## src/rtl/wol_pkg.sv

```systemverilog
package wol_pkg;
  localparam int N_SRC   = 6;
  localparam int SRC_UC  = 0;
  localparam int SRC_MC  = 1;
  localparam int SRC_ARP = 2;
  localparam int SRC_ANY = 3;
  localparam int SRC_MAG = 4;
  localparam int SRC_LNK = 5;
  localparam logic [15:0] ETYPE_ARP  = 16'h0806;
  localparam logic [15:0] ETYPE_VLAN = 16'h8100;
  typedef logic [N_SRC-1:0] wake_vec_t;
endpackage

```

## src/rtl/wol_frame_filter.sv

```systemverilog
module wol_frame_filter #(
  parameter int MAC_W = 48
) (
  input  logic             clk_i,
  input  logic             rst_ni,
  input  logic             vld_i,
  input  logic             sof_i,
  input  logic [7:0]       byte_i,
  input  logic [MAC_W-1:0] mac_i,
  output logic             ucast_o,
  output logic             mcast_o,
  output logic             bcast_arp_o
);
  import wol_pkg::*;
  localparam int MAC_BYTES = MAC_W / 8;
  localparam int SEL_W     = $clog2(MAC_BYTES);
  localparam int TYPE_AT   = 2 * MAC_BYTES;
  localparam int VTYPE_AT  = TYPE_AT + 4;
  localparam int IDX_W     = $clog2(VTYPE_AT + 2) + 1;
  localparam logic [IDX_W-1:0] IDX_MAX = '1;

  logic [7:0]       mac_b [MAC_BYTES];
  logic [IDX_W-1:0] idx_q, cur;
  logic             uc_q, ff_q, mc_q, base_uc, base_ff;
  logic [15:0]      et0_q, et1_q;
  logic             hdr_done;

  for (genvar g = 0; g < MAC_BYTES; g++) begin : g_mac
    assign mac_b[g] = mac_i[MAC_W-1-8*g -: 8];
  end

  assign cur     = sof_i ? '0 : idx_q;
  assign base_uc = sof_i ? 1'b1 : uc_q;
  assign base_ff = sof_i ? 1'b1 : ff_q;

  always_ff @(posedge clk_i or negedge rst_ni) begin
    if (!rst_ni) begin
      idx_q <= '0;
      uc_q  <= 1'b0;
      ff_q  <= 1'b0;
      mc_q  <= 1'b0;
      et0_q <= '0;
      et1_q <= '0;
    end else if (vld_i) begin
      idx_q <= (cur == IDX_MAX) ? cur : cur + 1'b1;
      if (cur < IDX_W'(MAC_BYTES)) begin
        uc_q <= base_uc & (byte_i == mac_b[cur[SEL_W-1:0]]);
        ff_q <= base_ff & (byte_i == 8'hFF);
      end
      if (cur == '0) mc_q <= byte_i[0];
      if (sof_i) begin
        et0_q <= '0;
        et1_q <= '0;
      end
      if (cur == IDX_W'(TYPE_AT))      et0_q[15:8] <= byte_i;
      if (cur == IDX_W'(TYPE_AT + 1))  et0_q[7:0]  <= byte_i;
      if (cur == IDX_W'(VTYPE_AT))     et1_q[15:8] <= byte_i;
      if (cur == IDX_W'(VTYPE_AT + 1)) et1_q[7:0]  <= byte_i;
    end
  end

  assign hdr_done    = idx_q >= IDX_W'(MAC_BYTES);
  assign ucast_o     = hdr_done & uc_q;
  assign mcast_o     = hdr_done & mc_q & ~ff_q;
  assign bcast_arp_o = hdr_done & ff_q &
                       ((et0_q == ETYPE_ARP) || (et0_q == ETYPE_VLAN && et1_q == ETYPE_ARP));


  mcast_not_bcast_chk: assert property (@(posedge clk_i) disable iff (!rst_ni)
    !(mcast_o && bcast_arp_o));
endmodule

```

## src/rtl/wol_magic_detect.sv

```systemverilog
module wol_magic_detect #(
  parameter int MAC_W = 48,
  parameter int SYNC  = 6,
  parameter int REPS  = 16
) (
  input  logic             clk_i,
  input  logic             rst_ni,
  input  logic             vld_i,
  input  logic             sof_i,
  input  logic [7:0]       byte_i,
  input  logic [MAC_W-1:0] mac_i,
  output logic             found_o
);
  localparam int MAC_BYTES = MAC_W / 8;
  localparam int SEL_W     = $clog2(MAC_BYTES);
  localparam int SYN_W     = $clog2(SYNC + 1);
  localparam int REP_W     = $clog2(REPS);

  logic [7:0]       mac_b [MAC_BYTES];
  logic [SYN_W-1:0] sync_q, sync_d, base_sync;
  logic [SEL_W-1:0] pos_q, pos_d, base_pos;
  logic [REP_W-1:0] rep_q, rep_d, base_rep;
  logic             found_q, found_d, base_found;
  logic             is_ff, hit, last;

  for (genvar g = 0; g < MAC_BYTES; g++) begin : g_mac
    assign mac_b[g] = mac_i[MAC_W-1-8*g -: 8];
  end

  assign base_sync  = sof_i ? '0 : sync_q;
  assign base_pos   = sof_i ? '0 : pos_q;
  assign base_rep   = sof_i ? '0 : rep_q;
  assign base_found = sof_i ? 1'b0 : found_q;
  assign is_ff      = byte_i == 8'hFF;
  assign hit        = byte_i == mac_b[base_pos];
  assign last       = (base_pos == SEL_W'(MAC_BYTES - 1)) && (base_rep == REP_W'(REPS - 1));

  always_comb begin
    sync_d  = sync_q;
    pos_d   = pos_q;
    rep_d   = rep_q;
    found_d = found_q;
    if (vld_i) begin
      sync_d  = base_sync;
      pos_d   = base_pos;
      rep_d   = base_rep;
      found_d = base_found;
      if (base_sync < SYN_W'(SYNC)) begin
        sync_d = is_ff ? base_sync + 1'b1 : '0;
        pos_d  = '0;
        rep_d  = '0;
      end else if (hit) begin
        if (last) begin
          found_d = 1'b1;
          sync_d  = '0;
          pos_d   = '0;
          rep_d   = '0;
        end else if (base_pos == SEL_W'(MAC_BYTES - 1)) begin
          pos_d = '0;
          rep_d = base_rep + 1'b1;
        end else begin
          pos_d = base_pos + 1'b1;
        end
      end else if (is_ff && base_pos == '0 && base_rep == '0) begin
        sync_d = base_sync;  // extra sync byte
      end else begin
        // mismatch: an 0xFF here opens a new sync run
        sync_d = is_ff ? SYN_W'(1) : '0;
        pos_d  = '0;
        rep_d  = '0;
      end
    end
  end

  always_ff @(posedge clk_i or negedge rst_ni) begin
    if (!rst_ni) begin
      sync_q  <= '0;
      pos_q   <= '0;
      rep_q   <= '0;
      found_q <= 1'b0;
    end else begin
      sync_q  <= sync_d;
      pos_q   <= pos_d;
      rep_q   <= rep_d;
      found_q <= found_d;
    end
  end

  assign found_o = found_d;


  magic_pos_range_chk: assert property (@(posedge clk_i) disable iff (!rst_ni)
    (pos_q < SEL_W'(MAC_BYTES)) && (sync_q <= SYN_W'(SYNC)));

  magic_sof_restart_chk: assert property (@(posedge clk_i) disable iff (!rst_ni)
    (vld_i && sof_i) |=> !found_q);
endmodule

```

## src/rtl/wol_link_watch.sv

```systemverilog
module wol_link_watch (
  input  logic clk_i,
  input  logic rst_ni,
  input  logic link_i,
  output logic change_o
);
  logic link_q, primed_q;

  always_ff @(posedge clk_i or negedge rst_ni) begin
    if (!rst_ni) begin
      link_q   <= 1'b0;
      primed_q <= 1'b0;
    end else begin
      link_q   <= link_i;
      primed_q <= 1'b1;
    end
  end

  assign change_o = primed_q & (link_i ^ link_q);


  link_first_sample_chk: assert property (@(posedge clk_i) disable iff (!rst_ni)
    !primed_q |-> !change_o);
endmodule

```

## src/rtl/wol_event_detector.sv

```systemverilog
module wol_event_detector #(
  parameter int MAC_W = 48,
  parameter int SYNC  = 6,
  parameter int REPS  = 16
) (
  input  logic             clk_i,
  input  logic             rst_ni,
  input  logic             rx_valid_i,
  input  logic [7:0]       rx_data_i,
  input  logic             rx_sof_i,
  input  logic             rx_eof_i,
  input  logic             rx_crc_ok_i,
  input  logic             link_up_i,
  input  logic [MAC_W-1:0] station_mac_i,
  input  logic [5:0]       wake_en_i,
  input  logic             pme_en_i,
  input  logic [1:0]       pwr_state_i,
  input  logic             sts_clr_i,
  output logic [5:0]       wake_cause_o,
  output logic             pme_sts_pm_o,
  output logic             pme_sts_csr_o,
  output logic             pme_n_o
);
  import wol_pkg::*;

  logic      ucast, mcast, bcast_arp, magic, link_chg;
  logic      frame_ok, armed;
  wake_vec_t hits, evt, cause_q;
  logic      pm_sts_q, csr_sts_q;

  wol_frame_filter #(.MAC_W(MAC_W)) u_filter (
    .clk_i(clk_i), .rst_ni(rst_ni), .vld_i(rx_valid_i), .sof_i(rx_sof_i),
    .byte_i(rx_data_i), .mac_i(station_mac_i),
    .ucast_o(ucast), .mcast_o(mcast), .bcast_arp_o(bcast_arp)
  );

  wol_magic_detect #(.MAC_W(MAC_W), .SYNC(SYNC), .REPS(REPS)) u_magic (
    .clk_i(clk_i), .rst_ni(rst_ni), .vld_i(rx_valid_i), .sof_i(rx_sof_i),
    .byte_i(rx_data_i), .mac_i(station_mac_i), .found_o(magic)
  );

  wol_link_watch u_link (
    .clk_i(clk_i), .rst_ni(rst_ni), .link_i(link_up_i), .change_o(link_chg)
  );

  assign frame_ok = rx_valid_i & rx_eof_i & rx_crc_ok_i;
  assign armed    = pwr_state_i != 2'd0;

  always_comb begin
    hits          = '0;
    hits[SRC_UC]  = frame_ok & ucast;
    hits[SRC_MC]  = frame_ok & mcast;
    hits[SRC_ARP] = frame_ok & bcast_arp;
    hits[SRC_ANY] = frame_ok;
    hits[SRC_MAG] = frame_ok & magic;
    hits[SRC_LNK] = link_chg;
    evt           = armed ? (hits & wake_en_i) : '0;
  end

  always_ff @(posedge clk_i or negedge rst_ni) begin
    if (!rst_ni) begin
      cause_q   <= '0;
      pm_sts_q  <= 1'b0;
      csr_sts_q <= 1'b0;
    end else begin
      cause_q   <= (sts_clr_i ? '0 : cause_q) | evt;
      pm_sts_q  <= (sts_clr_i ? 1'b0 : pm_sts_q) | (|evt);
      csr_sts_q <= (sts_clr_i ? 1'b0 : csr_sts_q) | (|evt);
    end
  end

  assign wake_cause_o  = cause_q;
  assign pme_sts_pm_o  = pm_sts_q;
  assign pme_sts_csr_o = csr_sts_q;
  assign pme_n_o       = ~(pm_sts_q & pme_en_i);


  sts_copies_agree_chk: assert property (@(posedge clk_i) disable iff (!rst_ni)
    pm_sts_q == csr_sts_q);

  cause_sticky_chk: assert property (@(posedge clk_i) disable iff (!rst_ni)
    !sts_clr_i |=> ((cause_q & ~$past(cause_q)) | cause_q) == cause_q && ($past(cause_q) & ~cause_q) == '0);

  clear_release_chk: assert property (@(posedge clk_i) disable iff (!rst_ni)
    (sts_clr_i && !link_chg && !(rx_valid_i && rx_eof_i)) |=> (pme_n_o && cause_q == '0));

  bad_crc_no_wake_chk: assert property (@(posedge clk_i) disable iff (!rst_ni)
    (rx_valid_i && rx_eof_i && !rx_crc_ok_i && !link_chg && !sts_clr_i) |=> $stable(cause_q));

  d0_no_record_chk: assert property (@(posedge clk_i) disable iff (!rst_ni)
    (pwr_state_i == 2'd0 && !sts_clr_i) |=> $stable(cause_q));

  disabled_src_chk: assert property (@(posedge clk_i) disable iff (!rst_ni)
    1'b1 |=> (cause_q & ~$past(cause_q) & ~$past(wake_en_i)) == '0);
endmodule

```

## config.mk

```make
export PLATFORM = sky130hd
export DESIGN_NAME = wol_event_detector
export DESIGN_NICKNAME = d
export VERILOG_FILES = /design/src/rtl/wol_pkg.sv /design/src/rtl/wol_frame_filter.sv /design/src/rtl/wol_magic_detect.sv /design/src/rtl/wol_link_watch.sv /design/src/rtl/wol_event_detector.sv
export SDC_FILE = /design/constraint.sdc
export NUM_CORES = 1
export LEC_CHECK = 0
export BUFFER_PORTS_ARGS = -buffer_cell sky130_fd_sc_hd__buf_2
export CAP_MARGIN = 10
export CORE_AREA = 2 2 101 103
export DETAILED_ROUTE_END_ITERATION = 16
export DIE_AREA = 0 0 103 105
export GPL_ROUTABILITY_DRIVEN = 1
export PLACE_DENSITY_LB_ADDON = 0.05
export SLEW_MARGIN = 10
export SYNTH_ARGS = -nofsm -noshare
export SYNTH_HDL_FRONTEND = slang
export SYNTH_SLANG_ARGS = --single-unit
```

## constraint.sdc

```tcl
create_clock -name clk_i -period 3.14 [get_ports clk_i]
set_input_delay 0.942 -clock clk_i [delete_from_list [all_inputs] [get_ports clk_i]]
set_output_delay 0.942 -clock clk_i [all_outputs]
set_load 0.005 [all_outputs]
```

# == Word-level counts from Yosys, hierarchy flattened ==
# Cells that the tools add are included.
# totals
latchBits,0
mem_count,0
input_bits,73
output_inout_bits,9
word_cells,126
reg_bits,62
mem_bits_rw,0
rom_bits,0
# op_classes
muxes,43
bitwise_logic,24
reduce_logical,20
n_eq_ne,13
n_mul,0
shift,0
n_lt_le_gt_ge,5
div_mod_pow,0
n_addsub,4
# op_table
cell,count
$mux 8,8
$bmux 8 s3,2
$mux 3,12
$eq 16x12->1 const B,2
$mux 4,6
$mux 6,4
$eq 16x16->1 const B,1
$eq 8x8->1,2
$mux 16,1
$and 1x1->1,15
$eq 6x4->1 const B,2
$eq 6x5->1 const B,2
$reduce_and 2->1,6
$mux 1,10
$reduce_bool 2->1,5
$eq 8x8->1 const B,1
$ge 4x4->1 const B,2
$not 3->4,2
$add 3x1->3 const B,2
$add 6x1->6 const B,1
$and 6x6->6,1
$eq 6x6->1 const B,1
$ge 6x3->1 const B,1
$logic_not 6->1,1
other kinds (14),19

# == Depth between registers and ports, before layout ==
# depth
ltp_word,14
depth_mapped,12
ltp_nobuf,9

# == By module ==
# From an unflattened synthesis, not the netlist that was laid out.
# unflattened
cells_unflattened,518
hier_area_um2,4428.0
# by_module_without_submodules
module,area_per_inst_um2,seq_area_each_um2,n_inst,cells_per_inst
wol_frame_filter,2497.4,1026.0,1,296
wol_magic_detect,1512.7,275.3,1,188
wol_event_detector,349.1,200.2,1,29
wol_link_watch,68.8,50.0,1,5

# == Worst setup path after synthesis ==
# Ideal clock, no wire load.
# synth_timing
path_type,input to register
start,input port rx_sof_i
end,"register csr_sts_q, in the netlist pme_sts_csr_o"
path_slack_ps,40
required_time_ps,3050
path_stages,10
arrival_ps,3010
cell_sequence,clkbuf_1 > clkbuf_1 > clkbuf_1 > nor2b_1 > ha_1 > nand3_1 > nor3_1 > nand2_1 > or3_4 > o2111ai_1
# synth_via
elab_chain_len,14
word_cells_on_any_way,22
classes_between,1 x order compare; 3 x eq/ne; 12 x mux; 4 x bitwise; 2 x reduce/logical
# synth_lines
element,line,source
from (decl),wol_event_detector.sv:10,"input logic rx_sof_i,"
$mux 3,wol_magic_detect.sv:31,assign base_pos = sof_i ? '0 : pos_q;
$not 3->4 (implied by the code),wol_magic_detect.sv:35,assign hit = byte_i == mac_b[base_pos];
$bmux 8 s3,wol_magic_detect.sv:35,
$mux 8 (implied by the code) (2 in series),wol_magic_detect.sv:35,
$eq 8x8->1,wol_magic_detect.sv:35,
$mux 1,wol_magic_detect.sv:52,end else if (hit) begin
$mux 1 (*),wol_magic_detect.sv:48,if (base_sync < SYN_W'(SYNC)) begin
$mux 1 (*),wol_magic_detect.sv:43,if (vld_i) begin
$and 1x1->1 (*),wol_event_detector.sv:55,hits[SRC_MAG] = frame_ok & magic;
$and 6x6->6 (*),wol_event_detector.sv:57,evt = armed ? (hits & wake_en_i) : '0;
$mux 6 (*),wol_event_detector.sv:57,
$reduce_or 6->1 (*),wol_event_detector.sv:68,csr_sts_q <= (sts_clr_i ? 1'b0 : csr_sts_q) | (|evt);
$or 1x1->1 (*),wol_event_detector.sv:68,
to (signal assigned),wol_event_detector.sv:68,
to (decl),wol_event_detector.sv:29,"logic pm_sts_q, csr_sts_q;"
# Every way passes the cells marked *; elsewhere a longest branch is shown, timed or not. The select of a mux whose other input is x is not followed.
# A chain may end at the register's enable or synchronous reset.

# == Worst setup path after layout ==
# layout_timing
start,input port rx_sof_i
end,register u_magic.sync_q[0]
# layout_via
elab_chain_len,8
word_cells_on_any_way,22
classes_between,1 x add/sub; 1 x order compare; 3 x eq/ne; 11 x mux; 1 x bitwise; 5 x reduce/logical
# layout_lines
element,line,source
$mux 3,wol_magic_detect.sv:31,
$not 3->4 (implied by the code),wol_magic_detect.sv:35,
$bmux 8 s3,wol_magic_detect.sv:35,
$mux 8 (implied by the code) (2 in series),wol_magic_detect.sv:35,
$eq 8x8->1,wol_magic_detect.sv:35,
$mux 3,wol_magic_detect.sv:52,
$mux 3 (*),wol_magic_detect.sv:48,
to (signal assigned),wol_magic_detect.sv:82,sync_q <= sync_d;
to (decl),wol_magic_detect.sv:20,"logic [SYN_W-1:0] sync_q, sync_d, base_sync;"
# Marks and branches as above.

==> flow_metrics.env <==
export IMPL_period_share=0.936
export IMPL_cap_violations=0
export IMPL_postRouteAntennaNets=0
export IMPL_layout_common_cells="buf_2 (81), dfrtp_1 (62), o21ai_0 (56)"
export IMPL_port_buffers=81
export IMPL_muxShareOfSynthArea=0.0945
export IMPL_hpwl_um=9340
export IMPL_drc=0
export IMPL_die_h_um=105
export IMPL_drt_iter0_markers=215
export IMPL_ys_flop_type="dfrtp_1"
export IMPL_reg2reg_depth=10
export IMPL_p_per_area_nw_per_um2=400
export IMPL_synth_warnings=0
export IMPL_rrSetupSlack_ps=270
export IMPL_ys_seq_area_frac=0.365
export IMPL_wl_met2_um=5630
export IMPL_worstReg2RegEnd="u_magic.sync_q[0]"
export IMPL_grt_pass1_wl_um=20200
export IMPL_antenna_cells=0
export IMPL_grt_ovfl_total=0
export IMPL_area_growth_pct=22.1
export IMPL_core_um2=9640
export IMPL_fmax_mhz=340
export IMPL_io_pins=82
export IMPL_grt_pass1_vias=3990
export IMPL_p_clk_frac=0.389
export IMPL_clock_sinks=62
export IMPL_grt_max_degree=35
export IMPL_netlist_instances=509
export IMPL_rsz0062_at_grt="no"
export IMPL_vias=4122
export IMPL_dr_wl_met3_um=591
export IMPL_clk_latency_ps=340
export IMPL_switchingPower_mw=0.583
export IMPL_nFillCells=948
export IMPL_post_route_util=0.538
export IMPL_r2r_start="u_magic.pos_q[0]"
export IMPL_firstDrtPassIters=4
export IMPL_p_sw_frac=0.281
export IMPL_final_layout_size_suffix_gt1_frac=0.246
export IMPL_worst_pin_slew_ps=583
export IMPL_status="complete, no violations"
export IMPL_cts_root_buf="clkbuf_8"
export IMPL_finalCriticalPeriod_ps=2940
export IMPL_cts_clk_slew_worst_paths_ps=70
export IMPL_ir_drop_v=0.000210
export IMPL_p_int_mw=1.49
export IMPL_required_ps=3350
export IMPL_cts_max_level=3
export IMPL_synth_nets=588
export IMPL_synthArstFlopShare=1.00
export IMPL_hp_class="in2async"
export IMPL_avgSynthCellArea_um2=8.35
export IMPL_fp_row_count=36
export IMPL_synth_adder_area_share=0.0177
export IMPL_cts_setup_buffers=0
export IMPL_synth_cell_area_um2=4250
export IMPL_worst_slew_margin_rel=0.610
export IMPL_cts_made_buffers=9
export IMPL_gp_congestion=0.934
export IMPL_hold_violations=0
export IMPL_grt_use_total=0.237
export IMPL_p_leak_nw=2.29
export IMPL_top_layer_used="met4"
export IMPL_grt_antenna_before_repair=0
export IMPL_cts_tree="yes"
export IMPL_slew_viol_final=0
export IMPL_synth_compound_area_frac=0.198
export IMPL_synth_top_cell_area_share=0.365
export IMPL_synth_top_family_by_area="simple AND/OR/NAND/NOR gates"
export IMPL_cp_start_kind="primary input"
export IMPL_fin_nets=681
export IMPL_start_util=0.441
export IMPL_synth_largest_area_cell="dfrtp_1"
export IMPL_detail_route_wl_per_cell_um=16.7
export IMPL_synth_edff_count=0
export IMPL_worstSetupPathType="in2reg"
export IMPL_setup_viol=0
export IMPL_multi_input_area_um2=2430
export IMPL_cp_arrival_ps=3150
export IMPL_p_comb_frac=0.201
export IMPL_routed_wirelength_um=12300
export IMPL_fp_dieW_um=103
export IMPL_synthSimpleGateAreaFrac=0.241
export IMPL_post_synth_num_cell_types=57
export IMPL_clockBufferDepth=2
export IMPL_via_per_inst=5.58
export IMPL_final_common_cell="buf_2"
export IMPL_ys_seq_elements=62
export IMPL_end_kind="flop"
export IMPL_synth_area_leaders="dfrtp_1 (37%), mux2i_1 (7.1%), o21ai_0 (6.6%), nand3_1 (5.8%), nand2_1 (3.5%)"
export IMPL_wirelength_met1_um=5880
export IMPL_worstPathMaxFanout=11
export IMPL_holdWs_ps=426
export IMPL_clock_skew_ps=10.5
export IMPL_register_area_um2=1550
export IMPL_dieArea_um2=10800
export IMPL_p_seq_frac=0.410
export IMPL_synth_xor_area_share=0.0206
## layout make-up
class,instances,share of cell area
clock inverters,4,0.0135
flip-flops and latches,62,0.299
well taps,133,0.0321
clock buffers,11,0.0292
inverters,30,0.0217
multi-input cells,382,0.469
repair buffers,117,0.135
## state kept, by name, summed over array words and instances, names as in the netlist
register and count:
u_filter.ff_q 1, u_magic.sync_q 3, u_filter.et0_q 16, u_magic.rep_q 4
u_filter.et1_q 16, u_link.link_q 1, u_filter.mc_q 1, u_filter.uc_q 1
u_magic.found_q 1, pme_sts_pm_o 1, u_link.primed_q 1, u_filter.idx_q 6
pme_sts_csr_o 1, u_magic.pos_q 3, wake_cause_o 6
## metrics by stage
stage	cells	area (um^2)	setup WS (ps)	total power, mW	setup TNS (ps)
final	739	5190	200	2.07	0
after global routing	739	5190	28.1	2.18	0
after CTS	739	5180	232	2.09	0
after detailed placement	724	4960	-101	1.28	-165
after global placement	724	4960	-31.0	1.28	-62.6
after floorplan	509	4250	40.1	1.10	0
## per-layer routing
| layer | track usage | vias up |
|---|---|---|
| li1 | - | 2053 |
| met1 | 0.334 | 1924 |
| met2 | 0.372 | 127 |
| met3 | 0.0462 | 18 |
| met4 | 0.0620 | 0 |
| met5 | 0 | - |
## cell families after synthesis
family                     Yosys count
other                                1
muxes                               39
buffers and inverters               65
and+or+nand+nor                    190
AOI/OAI and AO/OA                  136
DFF                                 62
xor gates and xnor gates            10
adders and majority gates            6
## how the worst max path moves through the flow
stage,start,end,cells after the start,slack [ps]
final,rx_sof_i,u_magic.sync_q[0],10,200
after global routing,u_magic.pos_q[0],u_magic.sync_q[0],10,30
after CTS,u_magic.pos_q[0],u_magic.sync_q[0],10,230
after detailed placement,rx_sof_i,u_magic.sync_q[0],10,-100
after global placement,rx_sof_i,u_magic.sync_q[0],11,-30
after floorplan,rx_sof_i,pme_sts_csr_o,10,40
## cell usage after synthesis (6+ instances only)
cell      instances
dfrtp_1          62
o21ai_0          56
nand3_1          49
nand2_1          40
inv_1            30
mux2i_1          30
clkbuf_1         25
nor3_1           24
nor2_1           18
o22ai_1          16
a21oi_1          12
o211ai_1         10
a211oi_1          9
mux2_2            9
nand2b_1          9
xnor2_1           9
nand4_1           8
nor2b_1           7
nor3b_1           7
ha_1              6
nor4_1            6
## power groups by stage
stage               logic [mW]  registers, mW  clock network, mW
global placement         0.413          0.865                  0
CTS                      0.418          0.850              0.825
global route             0.460          0.855              0.864
finish                   0.416          0.851              0.807
detailed placement       0.417          0.865                  0
floorplan                0.246          0.853                  0
## critical path, stage by stage
cell	delay [ps]
buf_2	110
or3b_1	390
buf_4	190
o21ai_1	180
o22ai_1	110
nor4_2	260
and4_4	300
nand2_1	130
a2111oi_1	450
a211oi_1	90
## what timing repair did
action	in CTS	in global routing
hold endpoints to repair	0	0
resized for setup	0	1
hold buffers	0	0
setup endpoints to repair	0	1
Power figures use the tool's default switching activity.
